## src/rtl/dap_pkg.sv

```systemverilog
package dap_pkg;
  localparam int unsigned DW      = 32;
  localparam int unsigned OFF_W   = 24;
  localparam int unsigned DOM_W   = 2;
  localparam int unsigned OP_W    = 4;
  localparam int unsigned GO_BIT  = 31;
  localparam int unsigned DOM_LSB = 28;
  localparam int unsigned OP_LSB  = 24;
  localparam logic [OP_W-1:0]  OP_WR   = 4'd0;
  localparam logic [OP_W-1:0]  OP_RD   = 4'd1;
  localparam logic [DOM_W-1:0] DOM_ALL = '1;

  typedef enum logic [2:0] {
    ST_IDLE, ST_WAKE, ST_WAIT, ST_ACCESS, ST_RELEASE
  } dap_state_e;
endpackage

```

## src/rtl/dap_host_regs.sv

```systemverilog
module dap_host_regs
  import dap_pkg::*;
#(
  parameter int unsigned HADDR_W   = 12,
  parameter logic [HADDR_W-1:0] DATA_ADDR = 12'hF00,
  parameter logic [HADDR_W-1:0] CTRL_ADDR = 12'hF04
) (
  input  logic               clk_i,
  input  logic               rst_ni,
  input  logic               wr_i,
  input  logic [HADDR_W-1:0] addr_i,
  input  logic [DW-1:0]      wdata_i,
  output logic [DW-1:0]      rdata_o,
  input  logic               cap_i,
  input  logic [DW-1:0]      cap_data_i,
  input  logic               clr_go_i,
  output logic               go_o,
  output logic [OP_W-1:0]    op_o,
  output logic [DOM_W-1:0]   dom_o,
  output logic [OFF_W-1:0]   off_o,
  output logic [DW-1:0]      data_o
);
  logic [DW-2:0] ctrl_q;
  logic          go_q;
  logic [DW-1:0] data_q;
  logic          wr_ctrl, wr_data;

  // the pair is locked while an access is in flight
  assign wr_ctrl = wr_i && (addr_i == CTRL_ADDR) && !go_q;
  assign wr_data = wr_i && (addr_i == DATA_ADDR) && !go_q;

  always_ff @(posedge clk_i or negedge rst_ni) begin
    if (!rst_ni) begin
      ctrl_q <= '0;
      go_q   <= 1'b0;
    end else if (clr_go_i) begin
      go_q <= 1'b0;
    end else if (wr_ctrl) begin
      ctrl_q <= wdata_i[DW-2:0];
      go_q   <= wdata_i[GO_BIT];
    end
  end

  always_ff @(posedge clk_i or negedge rst_ni) begin
    if (!rst_ni)      data_q <= '0;
    else if (cap_i)   data_q <= cap_data_i;
    else if (wr_data) data_q <= wdata_i;
  end

  always_comb begin
    rdata_o = '0;
    if (addr_i == DATA_ADDR)      rdata_o = data_q;
    else if (addr_i == CTRL_ADDR) rdata_o = {go_q, ctrl_q};
  end

  assign go_o   = go_q;
  assign op_o   = ctrl_q[OP_LSB +: OP_W];
  assign dom_o  = ctrl_q[DOM_LSB +: DOM_W];
  assign off_o  = ctrl_q[OFF_W-1:0];
  assign data_o = data_q;

  p_busy_lock_r10: assert property (@(posedge clk_i) disable iff (!rst_ni)
    (go_q && !clr_go_i && !cap_i) |=> (go_q && $stable(ctrl_q) && $stable(data_q)));
  p_go_clear_r8: assert property (@(posedge clk_i) disable iff (!rst_ni)
    clr_go_i |=> !go_q);
  p_stage_only_r9: assert property (@(posedge clk_i) disable iff (!rst_ni)
    (!go_q && wr_i && addr_i == CTRL_ADDR && !wdata_i[GO_BIT]) |=> !go_q);
endmodule

```

## src/rtl/dap_wake_decode.sv

```systemverilog
module dap_wake_decode
  import dap_pkg::*;
#(
  parameter int unsigned N_DOM = 3
) (
  input  logic [DOM_W-1:0] dom_i,
  input  logic [N_DOM-1:0] ack_i,
  output logic [N_DOM-1:0] mask_o,
  output logic             ack_ok_o
);
  logic [N_DOM-1:0] sat;

  for (genvar d = 0; d < N_DOM; d++) begin : g_dom
    assign mask_o[d] = (dom_i == DOM_ALL) || (dom_i == DOM_W'(d));
    assign sat[d]    = !mask_o[d] || ack_i[d];
  end

  assign ack_ok_o = &sat;
endmodule

```

## src/rtl/dap_seq.sv

```systemverilog
module dap_seq
  import dap_pkg::*;
#(
  parameter int unsigned N_DOM = 3
) (
  input  logic             clk_i,
  input  logic             rst_ni,
  input  logic             go_i,
  input  logic [OP_W-1:0]  op_i,
  input  logic [N_DOM-1:0] mask_i,
  input  logic             ack_ok_i,
  output logic [N_DOM-1:0] wake_req_o,
  output logic             acc_stb_o,
  output logic             acc_we_o,
  output logic             cap_o,
  output logic             clr_go_o
);
  dap_state_e state_q, state_d;
  logic op_ok, holding;

  assign op_ok = (op_i == OP_WR) || (op_i == OP_RD);

  always_comb begin
    state_d = state_q;
    unique case (state_q)
      ST_IDLE:    if (go_i) state_d = op_ok ? ST_WAKE : ST_RELEASE;
      ST_WAKE:    state_d = ST_WAIT;
      ST_WAIT:    if (ack_ok_i) state_d = ST_ACCESS;
      ST_ACCESS:  state_d = ST_RELEASE;
      ST_RELEASE: state_d = ST_IDLE;
      default:    state_d = ST_IDLE;
    endcase
  end

  always_ff @(posedge clk_i or negedge rst_ni) begin
    if (!rst_ni) state_q <= ST_IDLE;
    else         state_q <= state_d;
  end

  assign holding    = (state_q == ST_WAKE) || (state_q == ST_WAIT) || (state_q == ST_ACCESS);
  assign wake_req_o = holding ? mask_i : '0;
  assign acc_stb_o  = (state_q == ST_ACCESS);
  assign acc_we_o   = (op_i == OP_WR);
  assign cap_o      = acc_stb_o && (op_i == OP_RD);
  assign clr_go_o   = (state_q == ST_RELEASE);

  p_idle_quiet_r5: assert property (@(posedge clk_i) disable iff (!rst_ni)
    (state_q == ST_IDLE) |-> (wake_req_o == '0 && !acc_stb_o));
  p_single_stb_r12: assert property (@(posedge clk_i) disable iff (!rst_ni)
    acc_stb_o |=> !acc_stb_o);
  p_bad_op_r11: assert property (@(posedge clk_i) disable iff (!rst_ni)
    (state_q == ST_IDLE && go_i && !op_ok) |=> (wake_req_o == '0 && !acc_stb_o));
endmodule

```

## src/rtl/dap_top.sv

```systemverilog
module dap_top
  import dap_pkg::*;
#(
  parameter int unsigned HADDR_W = 12,
  parameter int unsigned N_DOM   = 3,
  parameter logic [HADDR_W-1:0] DATA_ADDR = 12'hF00,
  parameter logic [HADDR_W-1:0] CTRL_ADDR = 12'hF04
) (
  input  logic               clk_i,
  input  logic               rst_ni,
  input  logic               host_wr_i,
  input  logic [HADDR_W-1:0] host_addr_i,
  input  logic [DW-1:0]      host_wdata_i,
  output logic [DW-1:0]      host_rdata_o,
  output logic [N_DOM-1:0]   wake_req_o,
  input  logic [N_DOM-1:0]   wake_ack_i,
  output logic               acc_stb_o,
  output logic               acc_we_o,
  output logic [OFF_W-1:0]   acc_off_o,
  output logic [DW-1:0]      acc_wdata_o,
  input  logic [DW-1:0]      acc_rdata_i
);
  logic             go, cap, clr_go, ack_ok;
  logic [OP_W-1:0]  op;
  logic [DOM_W-1:0] dom;
  logic [N_DOM-1:0] mask;

  dap_host_regs #(
    .HADDR_W(HADDR_W), .DATA_ADDR(DATA_ADDR), .CTRL_ADDR(CTRL_ADDR)
  ) u_regs (
    .clk_i, .rst_ni,
    .wr_i(host_wr_i), .addr_i(host_addr_i), .wdata_i(host_wdata_i),
    .rdata_o(host_rdata_o),
    .cap_i(cap), .cap_data_i(acc_rdata_i), .clr_go_i(clr_go),
    .go_o(go), .op_o(op), .dom_o(dom), .off_o(acc_off_o), .data_o(acc_wdata_o)
  );

  dap_wake_decode #(.N_DOM(N_DOM)) u_dec (
    .dom_i(dom), .ack_i(wake_ack_i), .mask_o(mask), .ack_ok_o(ack_ok)
  );

  dap_seq #(.N_DOM(N_DOM)) u_seq (
    .clk_i, .rst_ni,
    .go_i(go), .op_i(op), .mask_i(mask), .ack_ok_i(ack_ok),
    .wake_req_o(wake_req_o), .acc_stb_o(acc_stb_o), .acc_we_o(acc_we_o),
    .cap_o(cap), .clr_go_o(clr_go)
  );

  p_stb_acked_r7: assert property (@(posedge clk_i) disable iff (!rst_ni)
    acc_stb_o |-> (wake_req_o != '0 && (wake_ack_i & wake_req_o) == wake_req_o));
  p_stb_under_go_r8: assert property (@(posedge clk_i) disable iff (!rst_ni)
    acc_stb_o |-> go);
endmodule

```

## config.mk

```make
export PLATFORM = sky130hd
export DESIGN_NAME = dap_top
export DESIGN_NICKNAME = d
export VERILOG_FILES = /design/src/rtl/dap_pkg.sv /design/src/rtl/dap_host_regs.sv /design/src/rtl/dap_wake_decode.sv /design/src/rtl/dap_seq.sv /design/src/rtl/dap_top.sv
export SDC_FILE = /design/constraint.sdc
export NUM_CORES = 1
export LEC_CHECK = 0
export BUFFER_PORTS_ARGS = -buffer_cell sky130_fd_sc_hd__buf_2
export CAP_MARGIN = 20
export CORE_UTILIZATION = 50
export CTS_CLUSTER_DIAMETER = 30
export DETAILED_ROUTE_END_ITERATION = 8
export PLACE_DENSITY_LB_ADDON = 0.25
export SKIP_LAST_GASP = 1
export SLEW_MARGIN = 20
export SYNTH_ARGS = -nofsm -noshare
export SYNTH_HDL_FRONTEND = slang
export SYNTH_SLANG_ARGS = --single-unit
```

## constraint.sdc

```tcl
create_clock -name clk_i -period 6.3 [get_ports clk_i]
set_clock_uncertainty 0.15 [all_clocks]
set_input_delay 1.26 -clock clk_i [delete_from_list [all_inputs] [get_ports clk_i]]
set_output_delay 1.26 -clock clk_i [all_outputs]
set_load 0.1 [all_outputs]
```

Yosys cells after proc, flatten, opt, wreduce, memory -nomap -nowiden --
Index checks and enable logic that the tools add are counted.
Storage, ports and cells: bits in registers 67, latch bits 0, memory bits (writable) 0, memory bits (read-only) 0, bits of input ports 82, output and inout bits 93, word-level logic and storage cells 54, memories 0
Cells by class: add/sub/neg operators 0, multiply operators 0, div/mod/pow operators 0, order comparisons 0, equality and inequality tests 12, shifts and indexed selects 0, mux-type cells 11, bitwise operators 1, reduce and logical (&&, ||, !) cells 26
Operators with widths (number):
- 32-bit 2-to-1 mux | 4
- 12-bit == test (second input constant) | 2
- 3-bit 2-to-1 mux | 4
- 3-bit case mux with 4 select lines | 1
- 1-bit logical OR | 9
- 3-bit by 2-bit == test with 1-bit output (second input constant) | 2
- 1-bit logical AND | 5
- 2-bit == test (second input constant) | 2
- 4-bit by 1-bit == test with 1-bit output (second input constant) | 1
- 1-bit logical NOT | 4
- 4-bit logical NOT | 1
- 2-bit inequality test (second input constant) | 2
- 2-bit AND reduction | 2
- 2-bit nonzero test | 2
- 3-bit by 1-bit == test with 1-bit output (second input constant) | 1
- 3-bit == test (second input constant) | 1
- 3-bit logical NOT | 1
- 3-bit AND reduction | 1
- 2-bit by 1-bit == test with 1-bit output (second input constant) | 1
- 2-bit logical NOT | 1
- 1-bit 2-to-1 mux | 2
- 1-bit NOT | 1

Depth between registers and ports, before layout --
word-level depth 7, depth in mapped cells 6, mapped depth without buffers 6

Modules after synthesis --
A second synthesis with hierarchy kept.
Unflattened totals: cell total of the unflattened synthesis 281, area total of the unflattened synthesis 3698.5 um2
Modules (own cells, without submodules):
- dap_host_regs | times used 1, cells an instance 251, area each 3435.8 um2, seq. area each 1601.5 um2
- dap_seq | times used 1, cells an instance 19, area each 181.4 um2, seq. area each 75.1 um2
- dap_wake_decode | times used 1, cells an instance 11, area each 81.3 um2, seq. area each 0.0 um2

Worst setup path after synthesis --
OpenSTA, ideal clock, no wires.
path type register -> output, from register u_regs.ctrl_q[24], to output acc_we_o, data arrival time 3.335 ns, required time 4.890 ns, slack 1.555 ns, stages on the path, launching flop included 2, path buffers 0, cell sequence dfrtp_1 nor4_1
On the way: word-level cells in the longest chain between the ends 1
Ends and longest elaborated chain:
- start, declared | RTL line dap_host_regs.sv:23 | logic [DW-2:0] ctrl_q;
- start signal, assigned | RTL line dap_host_regs.sv:39 | ctrl_q <= wdata_i[DW-2:0];
- 4-bit logical NOT | RTL line dap_seq.sv:43 | assign acc_we_o = (op_i == OP_WR);
- end, declared | RTL line dap_top.sv:18 | output logic acc_we_o,
Every way passes these cells.

Final worst setup path --
from input host_addr_i[6], to output host_rdata_o[11]
On the way: word-level cells in the longest chain between the ends 3, elaborated cells between the ends (all ways) 4, classes of those cells 2 x eq/ne; 2 x mux
Ends and longest elaborated chain:
- start, declared | RTL line dap_top.sv:12 | input logic [HADDR_W-1:0] host_addr_i,
- 12-bit == test | RTL line dap_host_regs.sv:53 | else if (addr_i == CTRL_ADDR) rdata_o = {go_q, ctrl_q};
- 32-bit 2-to-1 mux | RTL line dap_host_regs.sv:53
- 32-bit 2-to-1 mux (*) | RTL line dap_host_regs.sv:52 | if (addr_i == DATA_ADDR) rdata_o = data_q;
- end, declared | RTL line dap_top.sv:14 | output logic [DW-1:0] host_rdata_o,
Mark *: on every way between the ends. The rest lies on a longest branch, timed or not.

==> impl_metrics.yaml <==
yosys:
  synth_warnings: 0
  syn_nets: 360
  synth_xor_area_frac: 0.002443
  synth_simple_gate_area_share: 0.04642
  synthFlopType: "dfrtp_1"
  synth_mux_area_frac: 0.2984
  ys_ff_latch: 67
  async_reset_ff_frac: 1.000
  synth-adder-area-share: 0.01047
  synth_edf_count: 0
  synth_top_family_by_area: "multiplexers"
  synthCells: 275
  synthesis.area_mm2: 0.003585
  netlist-cell-type-count: 32
  seq_area_frac_synth: 0.4677
  synth-compound-area-share: 0.09599
  avgSynthCellArea_um2: 13.04
critical_path:
  rrSetupSlack_ns: 3.76
  arrival_ns: 3.18
  regToRegEndpoint: "u_regs.data_o[3]"
  critPathLaunchType: "input port"
  crit_end: "host_rdata_o[11]"
  cp-end-kind: "output pin"
  required_ns: 4.89
  crit_path_start: "host_addr_i[6]"
  r2r_start: "u_regs.ctrl_q[27]"
  rr_worst_depth: 3
  cp_max_fo: 32
  path_class: "in -> out"
die:
  dieArea_mm2: 0.007512
  rows: 30
  initial_utilization: 0.5219
  die_w_um: 86.67
  io_pins: 175
  core_area_mm2: 0.006869
  die_y_um: 86.67
pwr:
  power.density_mw_per_mm2: 243.2
  ir_drop_v: 0.0001697
  p_leak_nw: 2.445
cts:
  clk_pin_slew_worst_paths_ns: 0.07
  cts_buffer_depth: 2
  cts.sinks: 67
  clockRootBuffer: "clkbuf_8"
  clk_latency_ns: 0.33
  post_cts_resized: 0
  cts_hold_buffers: 0
  cts_tree: "built"
  post_cts_buffers: 0
  cts_buffers: 9
  h-tree-depth: 3
placement:
  io_buffer_count: 174
  dp_hpwl_um: 5875
  routabilityCongestion: 0.8078
  place_area_mm2: 0.004353
timing:
  relSlewSlack: 0.3954
  min_period_ns: 4.589
  fin_crit_sh: 0.7285
  report.final.slew_viol_count: 0
  setup-violations-final: 0
  fmax_mhz: 217.9
  rsz0062_at_grt: "no"
  hold_viol: 0
  fin_tns_setup_ns: 0
  worst_slew_pin_slew_ns: 0.9059
route:
  vias: 2779
  drt-wirelength-per-cell_um: 15.82
  drc: 0
  firstDrtPassIters: 4
  vias_per_cell: 5.283
  routed_wl_um: 8322
  antenna_left: 0
  drt_iter0_drc: 63
global_route:
  track_usage: 0.2248
  grt_pass1_vias: 2657
  grt_max_degree: 68
  antenna_found_initial: 0
  grt-ovfl-total: 0
  grt_pass1_wl_um: 12770
job:
  maxCapViolCount: 0
cells_and_area:
  fin_area_mm2: 0.004579
  layout-drive-gt1-share: 0.4837
  area_growth_pct: 27.75
  fillCellCount: 572
  n_antenna_cell: 0
  nets: 510
worst_hold_path:
  hp-class: "reg -> reg"
run_status:
  status: "complete, no violations"
## Yosys cell counts (2+ instances only)
| library cell | instances | area, um2 |
|---|---|---|
| mux2_1 | 87 | 979.7 |
| dfrtp_1 | 67 | 1677 |
| a22o_1 | 32 | 280.3 |
| buf_4 | 24 | 180.2 |
| mux2_2 | 8 | 90.09 |
| clkbuf_1 | 7 | 26.28 |
| buf_2 | 6 | 30.03 |
| nor2_1 | 5 | 18.77 |
| nor3_1 | 4 | 20.02 |
| a21oi_1 | 3 | 15.01 |
| buf_6 | 3 | 33.78 |
| ha_1 | 3 | 37.54 |
| inv_1 | 3 | 11.26 |
| nand2_1 | 3 | 11.26 |
| nand2b_1 | 2 | 12.51 |
| nor4_1 | 2 | 12.51 |
## placed cells by master (no fill, tap or decap), types with 2 or more instances in the layout
cell type / Yosys / layout
buf_2: 6 / 174
bufinv_16: 0 / 2
mux2_1: 87 / 87
clkinvlp_4: 0 / 2
clkbuf_8: 0 / 10
a22o_1: 32 / 32
inv_1: 3 / 3
nor4_1: 2 / 2
buf_4: 24 / 5
dfrtp_1: 67 / 67
nand2_1: 3 / 3
nor2_1: 5 / 5
ha_1: 3 / 3
nor3_1: 4 / 3
nand2b_1: 2 / 2
a21oi_1: 3 / 3
mux2_2: 8 / 8
## critical path: stages
cell	delay [ns]
buf_2	0.10
or4_4	0.58
nor3_2	0.19
buf_4	0.38
a22o_1	0.23
buf_2	0.43
## worst min path at each step
stage                           start           endpoint  slack (ns)  cells past startpoint
floorplan           u_regs.ctrl_q[30]  u_regs.ctrl_q[30]        0.32                      1
global placement    u_regs.ctrl_q[10]  u_regs.ctrl_q[10]        0.35                      1
detailed placement  u_regs.ctrl_q[12]  u_regs.ctrl_q[12]        0.36                      1
CTS                 u_regs.ctrl_q[12]  u_regs.ctrl_q[12]        0.37                      1
global route        u_regs.ctrl_q[30]  u_regs.ctrl_q[30]        0.39                      1
finish              u_regs.ctrl_q[30]  u_regs.ctrl_q[30]        0.37                      1
## per-layer routing
metal / GRT usage / share of wire / wire length (um)
met5: 0 / 0 / 0
met4: 0.08333 / 0.010 / 87
met3: 0.05238 / 0.058 / 486
met2: 0.4048 / 0.52 / 4319
met1: 0.2603 / 0.41 / 3428
## per-stage QoR
stage / instances / setup slack (ns) / power (mW) / utilization / hold slack [ns]
4_1_cts: 526 / 1.720 / 1.126 / 0.6667 / 0.3733
3_5_place_dp: 510 / 1.717 / 0.7247 / 0.6337 / 0.3555
2_1_floorplan: 275 / 1.555 / 0.6580 / - / 0.3151
5_1_grt: 526 / 1.680 / 1.161 / 0.6667 / 0.3860
6_report: 526 / 1.711 / 1.114 / 0.6667 / 0.3678
3_3_place_gp: 510 / 1.738 / 0.7188 / 0.6337 / 0.3519
## kinds of logic after synthesis
kind of cell    after synthesis
mux                          95
buf+inv                      43
simple gates                 25
fa+ha+maj                     3
xor+xnor                      1
compound gates               41
flops                        67
## state kept, by name, indices dropped and copies added (netlist names)
name,flops
u_regs.ctrl_q,31
u_seq.state_q,3
u_regs.go_o,1
u_regs.data_o,32
## final cells by class
cell class	instances	area [um2]	area share
clock buffers	10	137.6	0.03005
clock inverters	6	88.84	0.01940
inverters	3	11.26	0.002459
multi-input cells	165	1637	0.3574
flip-flops and latches	67	1677	0.3661
well taps	96	120.1	0.02623
repair buffers	179	908.4	0.1984
## power breakdown
part	total [mW]	leakage [nW]	switching [mW]	internal [mW]
clock	0.397	0.108	0.163	0.234
sequential	0.472	0.859	0.0235	0.449
combinational	0.244	1.48	0.186	0.0588
(Power assumes the default switching activity.)
